`src/rtl/cbm_pkg.sv`:
```
package cbm_pkg;
    localparam int HOST_W    = 3;
    localparam int SCLK_LINE = 0;
    localparam int SDAT_LINE = 1;
    localparam int LTCH_LINE = 2;
endpackage

```
`src/rtl/cbm_serial_bank.sv`:
```
module cbm_serial_bank #(
    parameter int SR_W   = 8,
    parameter int BANK_W = 7
) (
    input  logic                      clk,
    input  logic                      rst_n,
    input  logic [cbm_pkg::HOST_W-1:0] host_i,
    output logic [BANK_W-1:0]         bank_o
);
    import cbm_pkg::*;

    typedef struct packed {
        logic [HOST_W-1:0] line;
        logic              sclk_prev;
        logic              ltch_prev;
        logic [SR_W-1:0]   sr;
        logic [BANK_W-1:0] bank;
    } st_t;

    st_t  st_d, st_q;
    logic sclk_rise, ltch_rise;

    always_comb begin
        st_d      = st_q;
        sclk_rise = st_q.line[SCLK_LINE] & ~st_q.sclk_prev;
        ltch_rise = st_q.line[LTCH_LINE] & ~st_q.ltch_prev;
        st_d.line      = host_i;
        st_d.sclk_prev = st_q.line[SCLK_LINE];
        st_d.ltch_prev = st_q.line[LTCH_LINE];
        if (sclk_rise) begin
            st_d.sr = {st_q.sr[SR_W-2:0], st_q.line[SDAT_LINE]};
        end
        if (ltch_rise) begin
            st_d.bank = st_q.sr[BANK_W-1:0];
        end
    end

    always_ff @(posedge clk) begin
        if (!rst_n) begin
            st_q <= '0;
        end else begin
            st_q <= st_d;
        end
    end

    assign bank_o = st_q.bank;

    p_shift_in_r3: assert property (@(posedge clk) disable iff (!rst_n)
        sclk_rise |=> st_q.sr == {$past(st_q.sr[SR_W-2:0]), $past(st_q.line[SDAT_LINE])});

    p_shift_hold_r4: assert property (@(posedge clk) disable iff (!rst_n)
        !sclk_rise |=> $stable(st_q.sr));

    p_latch_copy_r10: assert property (@(posedge clk) disable iff (!rst_n)
        ltch_rise |=> bank_o == $past(st_q.sr[BANK_W-1:0]));

    p_bank_hold_r6: assert property (@(posedge clk) disable iff (!rst_n)
        !ltch_rise |=> $stable(bank_o));
endmodule

```
`src/rtl/cbm_addr_map.sv`:
```
module cbm_addr_map #(
    parameter int BANK_W = 7,
    parameter int OFFS_W = 14
) (
    input  logic [BANK_W-1:0]        bank_i,
    input  logic [OFFS_W:0]          win_addr_i,
    output logic [BANK_W+OFFS_W-1:0] flash_addr_o
);
    localparam logic [BANK_W-1:0] FIXED_BANK = '1;

    logic [BANK_W-1:0] sel_bank;

    always_comb begin
        sel_bank     = win_addr_i[OFFS_W] ? FIXED_BANK : bank_i;
        flash_addr_o = {sel_bank, win_addr_i[OFFS_W-1:0]};
    end
endmodule

```
`src/rtl/cart_bank_mapper.sv`:
```
module cart_bank_mapper #(
    parameter int SR_W   = 8,
    parameter int BANK_W = 7,
    parameter int OFFS_W = 14
) (
    input  logic                       clk,
    input  logic                       rst_n,
    input  logic [cbm_pkg::HOST_W-1:0] host_lines_i,
    input  logic [OFFS_W:0]            win_addr_i,
    output logic [BANK_W+OFFS_W-1:0]   flash_addr_o
);
    localparam int FLASH_W = BANK_W + OFFS_W;

    logic [BANK_W-1:0] bank;

    cbm_serial_bank #(.SR_W(SR_W), .BANK_W(BANK_W)) u_serial (
        .clk    (clk),
        .rst_n  (rst_n),
        .host_i (host_lines_i),
        .bank_o (bank)
    );

    cbm_addr_map #(.BANK_W(BANK_W), .OFFS_W(OFFS_W)) u_map (
        .bank_i       (bank),
        .win_addr_i   (win_addr_i),
        .flash_addr_o (flash_addr_o)
    );

    p_fixed_top_r8: assert property (@(posedge clk) disable iff (!rst_n)
        win_addr_i[OFFS_W] |-> flash_addr_o[FLASH_W-1:OFFS_W] == {BANK_W{1'b1}});

    p_offset_pass_r7: assert property (@(posedge clk) disable iff (!rst_n)
        flash_addr_o[OFFS_W-1:0] == win_addr_i[OFFS_W-1:0]);
endmodule

```
`config.mk`:
```
export PLATFORM = sky130hd
export DESIGN_NAME = cart_bank_mapper
export DESIGN_NICKNAME = d
export VERILOG_FILES = /design/src/rtl/cbm_pkg.sv /design/src/rtl/cbm_serial_bank.sv /design/src/rtl/cbm_addr_map.sv /design/src/rtl/cart_bank_mapper.sv
export SDC_FILE = /design/constraint.sdc
export NUM_CORES = 1
export LEC_CHECK = 0
export BUFFER_PORTS_ARGS = -buffer_cell sky130_fd_sc_hd__buf_2
export CORE_MARGIN = 1
export CORE_UTILIZATION = 35
export DETAILED_ROUTE_END_ITERATION = 8
export MAX_ROUTING_LAYER = met4
export SETUP_SLACK_MARGIN = 0.05
export SLEW_MARGIN = 10
export SYNTH_ARGS = -nofsm -noshare
export SYNTH_HDL_FRONTEND = slang
export SYNTH_SLANG_ARGS = --single-unit
```
`constraint.sdc`:
```
create_clock -name clk -period 1.3 [get_ports clk]
set_input_delay 0.195 -clock clk [delete_from_list [all_inputs] [get_ports clk]]
set_output_delay 0.195 -clock clk [all_outputs]
set_load 0.01 [all_outputs]
```
# Yosys cells after proc, flatten, opt, wreduce, memory -nomap -nowiden
# Cells that the tools add are included.
# W data, S select, Z words.
# totals
ff_bits	19
latchBits	0
ramBits	0
rom_bits	0
in_bits	20
output_inout_bits	21
elab_cells	10
memories	0
# op_classes
add_sub_neg	0
multipliers	0
div	0
magnitude_cmp	0
eq_ne	0
shift	0
mux	1
bitwise_logic	4
reduce_logical	0
# op_table
op	n
$mux W7	1
$and A1 B1 Y1	2
$not A1 Y1	2

# Longest topological paths before layout
# Gate-level depths: netlist of run 1.
# depth
word_depth	2
ltp_mapped	3
depth_no_buf	2

# Cells and area by module
# From an unflattened synthesis of run 1, not the netlist that was laid out.
# hier_totals
hier_cells	87
hier_area_um2	870.8
# by_module_without_submodules
module	instances	cells_each	area_per_inst_um2	seq_area_each_um2
cbm_serial_bank	1	66	721.9	380.4
cbm_addr_map	1	21	148.9	0.0

# Worst setup path after synthesis of run 1
# Ideal clock, no wire load.
# synth_timing
path_kind	reg-to-output
startpoint	register u_serial.st_q, in the netlist u_serial.bank_o[0]
endpoint	output flash_addr_o[14]
arrival_ps	595
t_required_ps	1105
slack_ps	510
stages_incl_launch_ff	2
path_buffers	0
path_cell_list	dfxtp_1 > or2_2
# synth_via
elab_chain_cells	1
# synth_rtl
element	line_no	text
from (decl)	cbm_serial_bank.sv:20	st_t st_d, st_q;
from (signal assigned)	cbm_serial_bank.sv:42	st_q <= st_d;
$mux W7	cbm_addr_map.sv:14	sel_bank = win_addr_i[OFFS_W] ? FIXED_BANK : bank_i;
to (decl)	cart_bank_mapper.sv:10	output logic [BANK_W+OFFS_W-1:0] flash_addr_o
# No other way between the ends.

# Final worst setup path of run 1
# layout_timing
startpoint	register u_serial.st_q, in the netlist u_serial.bank_o[1]
endpoint	output flash_addr_o[15]
# The elaborated chain is that of the path after synthesis.

==> summary.md, run 1 <==
| Metric | Value |
|---|---|
| Initial antenna violation count | 0 |
| Routed length per instance | a little under 10 um |
| Drt first pass iters | 2 |
| Crit start category | register |
| CP Buf/Inv Count | 1 |
| Worst EP required | ~1.1 ns |
| Pwr Density | about 1100 nW/um2 |
| Post-Syn Instances | 80 |
| Post-Syn Area | roughly 800 um2 |
| Initial Utilization | roughly 37% |
| Vias per inst | between 4 and 5 |
| CP max stage cell | dfxtp_2 |
| Full die area | around 2500 um2 |
| GRT Util Overall | a little under a tenth |
| Tmin final | between 1 and 1.5 ns |
| Largest net degree at the start of global routing | 21 |
| Sequential share of the synthesized area | between 40% and 50% |
| Core ar. | about 2200 um2 |
| Hold buffers post-CTS | 0 |
| Post-layout power | approximately 0.001 W |
| Endpoint class of the critical path | primary output |
| Worst-path fanout max | 2 |
| WP data arrival | 0.98 ns |
| Static Leak | ~0.39 nW |
| Max-slew headroom | about 79% |
| WL final | around 1.0 mm |
| RePlAce Congestion | ~0.64 |
| Share of cells above drive strength 1 | ~42% |
| Chip height | between 50 and 60 um |
| Max cap viols | 0 |
| Crit path cell chain | or2_4, buf_6 |
| Crit path kind | register to primary output |
| Row cnt | 17 |
| Yosys reg bits | 19 |
| Post-layout net count | 99 |
| Worst slew pin tran | 0.3152 ns |
| GR Overflow Total | 0 |
| Final setup violation count | 0 |
| CP delay by family, top | flip-flops |
| Run status | finished, final reports clean |
| Die W | between 50 and 60 um |
| Placed cell count | 102 |
| Final worst path period share | between 90% and 100% |
| Routed Antenna Nets | 0 |
| Cell area after layout | approximately 870 um2 |
| Maximum clock frequency | about 850 MHz |
| Final hold slack | about 0.11 ns |
| Mean area per synthesized cell | around 10 um2 |
| Port bufs | 12 |
| Dpl cell area | approximately 780 um2 |
| Library cells used by synthesis | 11 |
| Num ports | a little over 40 |
| Worst-path clk slew | approximately 0.11 ns |
| Root Buffer Master | clkbuf_4 |
| Number of global-route vias before repair | between 400 and 500 |
| Drt initial violations | 1 |
| Final Hold Fails | 0 |
| DRC Markers | 0 |
| Post-Syn Nets | 100 |
| Layout area overhead | 6.728% |
| RSZ-0062 raised after global routing | false |
| Largest stage delay on the critical path | 0.33 ns |
| Worst hold path class | input pin to register |
| FILL cells | roughly 230 |
| CTS Buf Count | 3 |
| CTS tree | yes |
| Post-route setup TNS | 0 ns |
| DR vias | 464 |
| First-pass GRT wire length | approximately 1.7 mm |
| Fin. max-slew vios | 0 |
| Clk_lat worst skew | 0.29 ns |
| Maximum vdd drop | between 500 and 600 uV |
| Post-CTS Setup Bufs | 0 |
| H-tree depth | 1 |
| Fin Clk Skew | around 0.0024 ns |
| Clock Sinks | 19 |
| Diodes inserted | 0 |
| CTS max path bufs | 2 |
| Post-CTS resize count | 0 |
| Non-filler cells, final | 106 |
| Ys Warns | 0 |
-- path summary, 6_finish.rpt --
path | from | to | slack (ns) | cells after the start
hold / removal | host_lines_i[1] | u_serial.st_q[18] | 0.11 | 2
hold reg to reg | u_serial.st_q[18] | u_serial.st_q[7] | 0.45 | 2
setup / recovery | u_serial.bank_o[1] | flash_addr_o[15] | 0.13 | 2
setup reg to reg | u_serial.st_d[16] | u_serial.st_q[8] | 0.41 | 2
-- registers in the layout (all words and copies together) (netlist names) --
signal / flops
u_serial.st_q: 10
u_serial.bank_o: 7
u_serial.st_d: 2
-- Yosys cell counts, drive strengths merged --
cell,n,share of area [%]
nand2,15,6.9
or2,7,5.4
and2,5,4.0
buf,18,17
nand2b,1,1.7
nor2b,1,1.7
mux2i,14,17
dfxtp,19,46
-- power by group --
| group | internal [W] | switching [W] |
|---|---|---|
| Sequential | 0.000591 | 0.00000431 |
| Combinational | 0.0000566 | 0.0000395 |
| Clock | 0.000114 | 0.000172 |
-- routing by layer --
metal	track usage, %	vias up	share of wire [%]
met3	2.727	12	8.1
li1	-	235	-
met5	-	-	0
met1	10.24	205	45
met4	8.333	0	3.8
met2	12.89	12	43
-- through the flow --
| stage | setup WS [ns] | utilization, % |
|---|---|---|
| after floorplan | 0.5104 | - |
| after global placement | 0.3715 | 35.07 |
| after detailed placement | 0.3667 | 35.07 |
| after CTS | 0.06014 | 36.31 |
| after global routing | 0.08587 | 39.48 |
| final | 0.1260 | 39.48 |
-- layout by cell type (no fill, tap or decap), drive strengths merged --
cell type,instances
clkinv,1
nand2,15
and2,5
or2,7
nand2b,1
clkbuf,3
mux2i,14
buf,12
dfxtp,19
nor2b,1
-- area by class of cell --
type / instances / area [um2] / area share, %
flip-flops and latches: 19 / 389.1 / 44.56
clock buffers: 3 / 22.52 / 2.579
repair buffers: 12 / 103.9 / 11.89
clock inverters: 1 / 5.005 / 0.5731
multi-input cells: 43 / 317.8 / 36.39
well taps: 28 / 35.03 / 4.011
-- kinds of logic after synthesis --
group                  Yosys count  synth area share [%]
DFF                             19                 46.48
muxes                           14                 17.12
and+or+nand+nor                 29                 19.57
buffers and inverters           18                 16.82
(Power assumes the default switching activity.)
==> inputs of run 2 (changes only) <==
Settings changed: BUFFER_PORTS_ARGS -buffer_cell sky130_fd_sc_hd__buf_2 to default, DONT_BUFFER_PORTS from default to 1, RECOVER_POWER from default to 100, SLEW_MARGIN 10 to 20.
==> summary.md, run 2 (synthesized netlist as in run 1, its figures left out) <==
| Metric | Value |
|---|---|
| Die W | 50.35 um (unchanged) |
| Initial antenna violation count | 0 (unchanged) |
| WL met1 | 475 um (was 466 um) |
| Drt initial violations | 7 (was 1) |
| Final setup violation count | 0 (unchanged) |
| Worst hold path class | input pin to register (unchanged) |
| Maximum clock frequency | 887.8 MHz (was 851.8 MHz) |
| Worst-path clk slew | 0.10 ns (was 0.11 ns) |
| Layout area overhead | -10.86% (was 6.728%) |
| Largest Register | u_serial.st_q (unchanged) |
| Port bufs | 0 (was 12) |
| Crit path kind | register to primary output (unchanged) |
| Hold buffers post-CTS | 0 (unchanged) |
| Chip height | 50.35 um (unchanged) |
| Tmin final | 1.126 ns (was 1.174 ns) |
| Maximum vdd drop | 417.4 uV (was 589.3 uV) |
| Diodes inserted | 0 (unchanged) |
| CP delay by family, top | flip-flops (unchanged) |
| Number of global-route vias before repair | 385 (was 406) |
| Met2 routed WL | 425 um (was 447 um) |
| Row cnt | 17 (unchanged) |
| Post-CTS Setup Bufs | 0 (unchanged) |
| CP max stage cell | dfxtp_1 (was dfxtp_2) |
| Final Hold Fails | 0 (unchanged) |
| CTS Buf Count | 3 (unchanged) |
| Post-layout net count | 87 (was 99) |
| Crit path launch | u_serial.bank_o[2] (was u_serial.bank_o[1]) |
| Crit path depth | 1 (was 2) |
| Met3 WL | 89 um (was 84 um) |
| Drt first pass iters | 4 (was 2) |
| WL final | 1.056 mm (was 1.039 mm) |
| Pwr Density | 1265 nW/um2 (was 1120 nW/um2) |
| Largest net degree at the start of global routing | 21 (unchanged) |
| Worst EP required | 1.11 ns (about the same) |
| Non-filler cells, final | 94 (was 106) |
| Vias per inst | 4.574 (was 4.377) |
| Commonest non-fill, non-tap cell in the layout | dfxtp_1 (was nand2_1) |
| Fin. max-slew vios | 0 (unchanged) |
| Root Buffer Master | clkbuf_4 (unchanged) |
| Max-slew headroom | 69.83% (was 78.99%) |
| Run status | finished, final reports clean (unchanged) |
| Static Leak | 0.3071 nW (was 0.3850 nW) |
| Share of cells above drive strength 1 | 18.18% (was 42.31%) |
| Hold Path Stages | 1 (was 2) |
| Worst-path fanout max | 2 (unchanged) |
| Max cap viols | 0 (unchanged) |
| Initial Utilization | 36.99% (unchanged) |
| Min-delay src | rst_n (was host_lines_i[1]) |
| Highest metal used | met4 (unchanged) |
| Worst-case reg-to-reg path depth | 2 (unchanged) |
| Post-route setup TNS | 0 ns (unchanged) |
| Core ar. | 2212 um2 (unchanged) |
| Largest stage delay on the critical path | 0.32 ns (was 0.33 ns) |
| Crit start category | register (unchanged) |
| Clock Sinks | 19 (unchanged) |
| DRC Markers | 0 (unchanged) |
| CTS max path bufs | 2 (unchanged) |
| Fin Clk Skew | 0.004389 ns (was 0.002375 ns) |
| Largest register FFs | 10 (unchanged) |
| Routed length per instance | 11.23 um (was 9.802 um) |
| CP Buf/Inv Count | 0 (was 1) |
| Routed Antenna Nets | 0 (unchanged) |
| Crit path cell chain | or2_2 (was or2_4, buf_6) |
| Most frequent cells in the layout | dfxtp_1, nand2_1, mux2i_1 (was nand2_1, mux2i_1, dfxtp_1) |
| WP data arrival | 0.93 ns (was 0.98 ns) |
| Placed cell count | 90 (was 102) |
| RePlAce Congestion | 0.6891 (was 0.6356) |
| Worst R2R Start | u_serial.st_d[16] (unchanged) |
| GRT Util Overall | 9.536% (was 9.132%) |
| Full die area | 2535 um2 (unchanged) |
| Final worst path period share | 86.64% (was 90.31%) |
| Endpoint class of the critical path | primary output (unchanged) |
| CTS tree | yes (unchanged) |
| Post-CTS resize count | 0 (unchanged) |
| DR vias | 430 (was 464) |
| RSZ-0062 raised after global routing | false (unchanged) |
| Worst slew pin tran | 0.4506 ns (was 0.3152 ns) |
| GR Overflow Total | 0 (unchanged) |
| First-pass GRT wire length | 1.683 mm (was 1.697 mm) |
| Num ports | 41 (unchanged) |
| Clk_lat worst skew | 0.29 ns (about the same) |
| H-tree depth | 1 (unchanged) |
-- run 2: cell types whose count changed in the layout (fill, tap and decap cells not counted), moves of 5 or more --
cell and change:
buf_2 -5, or2_4 -7, dfxtp_2 -7, or2_2 +7, dfxtp_1 +7, buf_6 -7
-- run 2: cell type report --
type                       instances  area, um2
tap                               28      35.03
fill                             252       1483
multi-input combinational         43      287.8
sequential                        19      380.4
clock buffer                       4      26.28
-- run 2: metrics by stage --
stage	utilization (%)	area, um2	total power [W]	hold slack (ns)	setup slack, ns
3_3_place_gp	32.35	715.7	0.0006575	0.3206	0.4352
4_1_cts	33.54	742.0	0.0009465	0.009988	0.1576
5_1_grt	32.98	729.5	0.0009605	0.005107	0.1231
3_5_place_dp	32.35	715.7	0.0006582	0.3230	0.4145
6_report	32.98	729.5	0.0009224	0.01992	0.1737
2_1_floorplan	-	818.3	0.0007122	0.3223	0.5104
-- run 2: worst paths after layout --
kind / slack, ns / end
worst min-delay path: 0.02 / u_serial.st_q[18]
worst min register to register: 0.45 / u_serial.st_q[7]
worst max-delay path: 0.17 / flash_addr_o[16]
worst max register to register: 0.26 / u_serial.st_q[12]
-- run 2: layer usage --
| layer | GRT usage, % | up-vias |
|---|---|---|
| met5 | - | - |
| met4 | 12.50 | 0 |
| met3 | 2.121 | 16 |
| met2 | 12.00 | 10 |
| met1 | 10.84 | 195 |
| li1 | - | 209 |
-- run 2: power by group --
part           switching [W]   total, W  internal (W)
combinational      0.0000232  0.0000461     0.0000229
sequential        0.00000256   0.000593      0.000591
clock               0.000164   0.000283      0.000119
total               0.000190   0.000922      0.000733
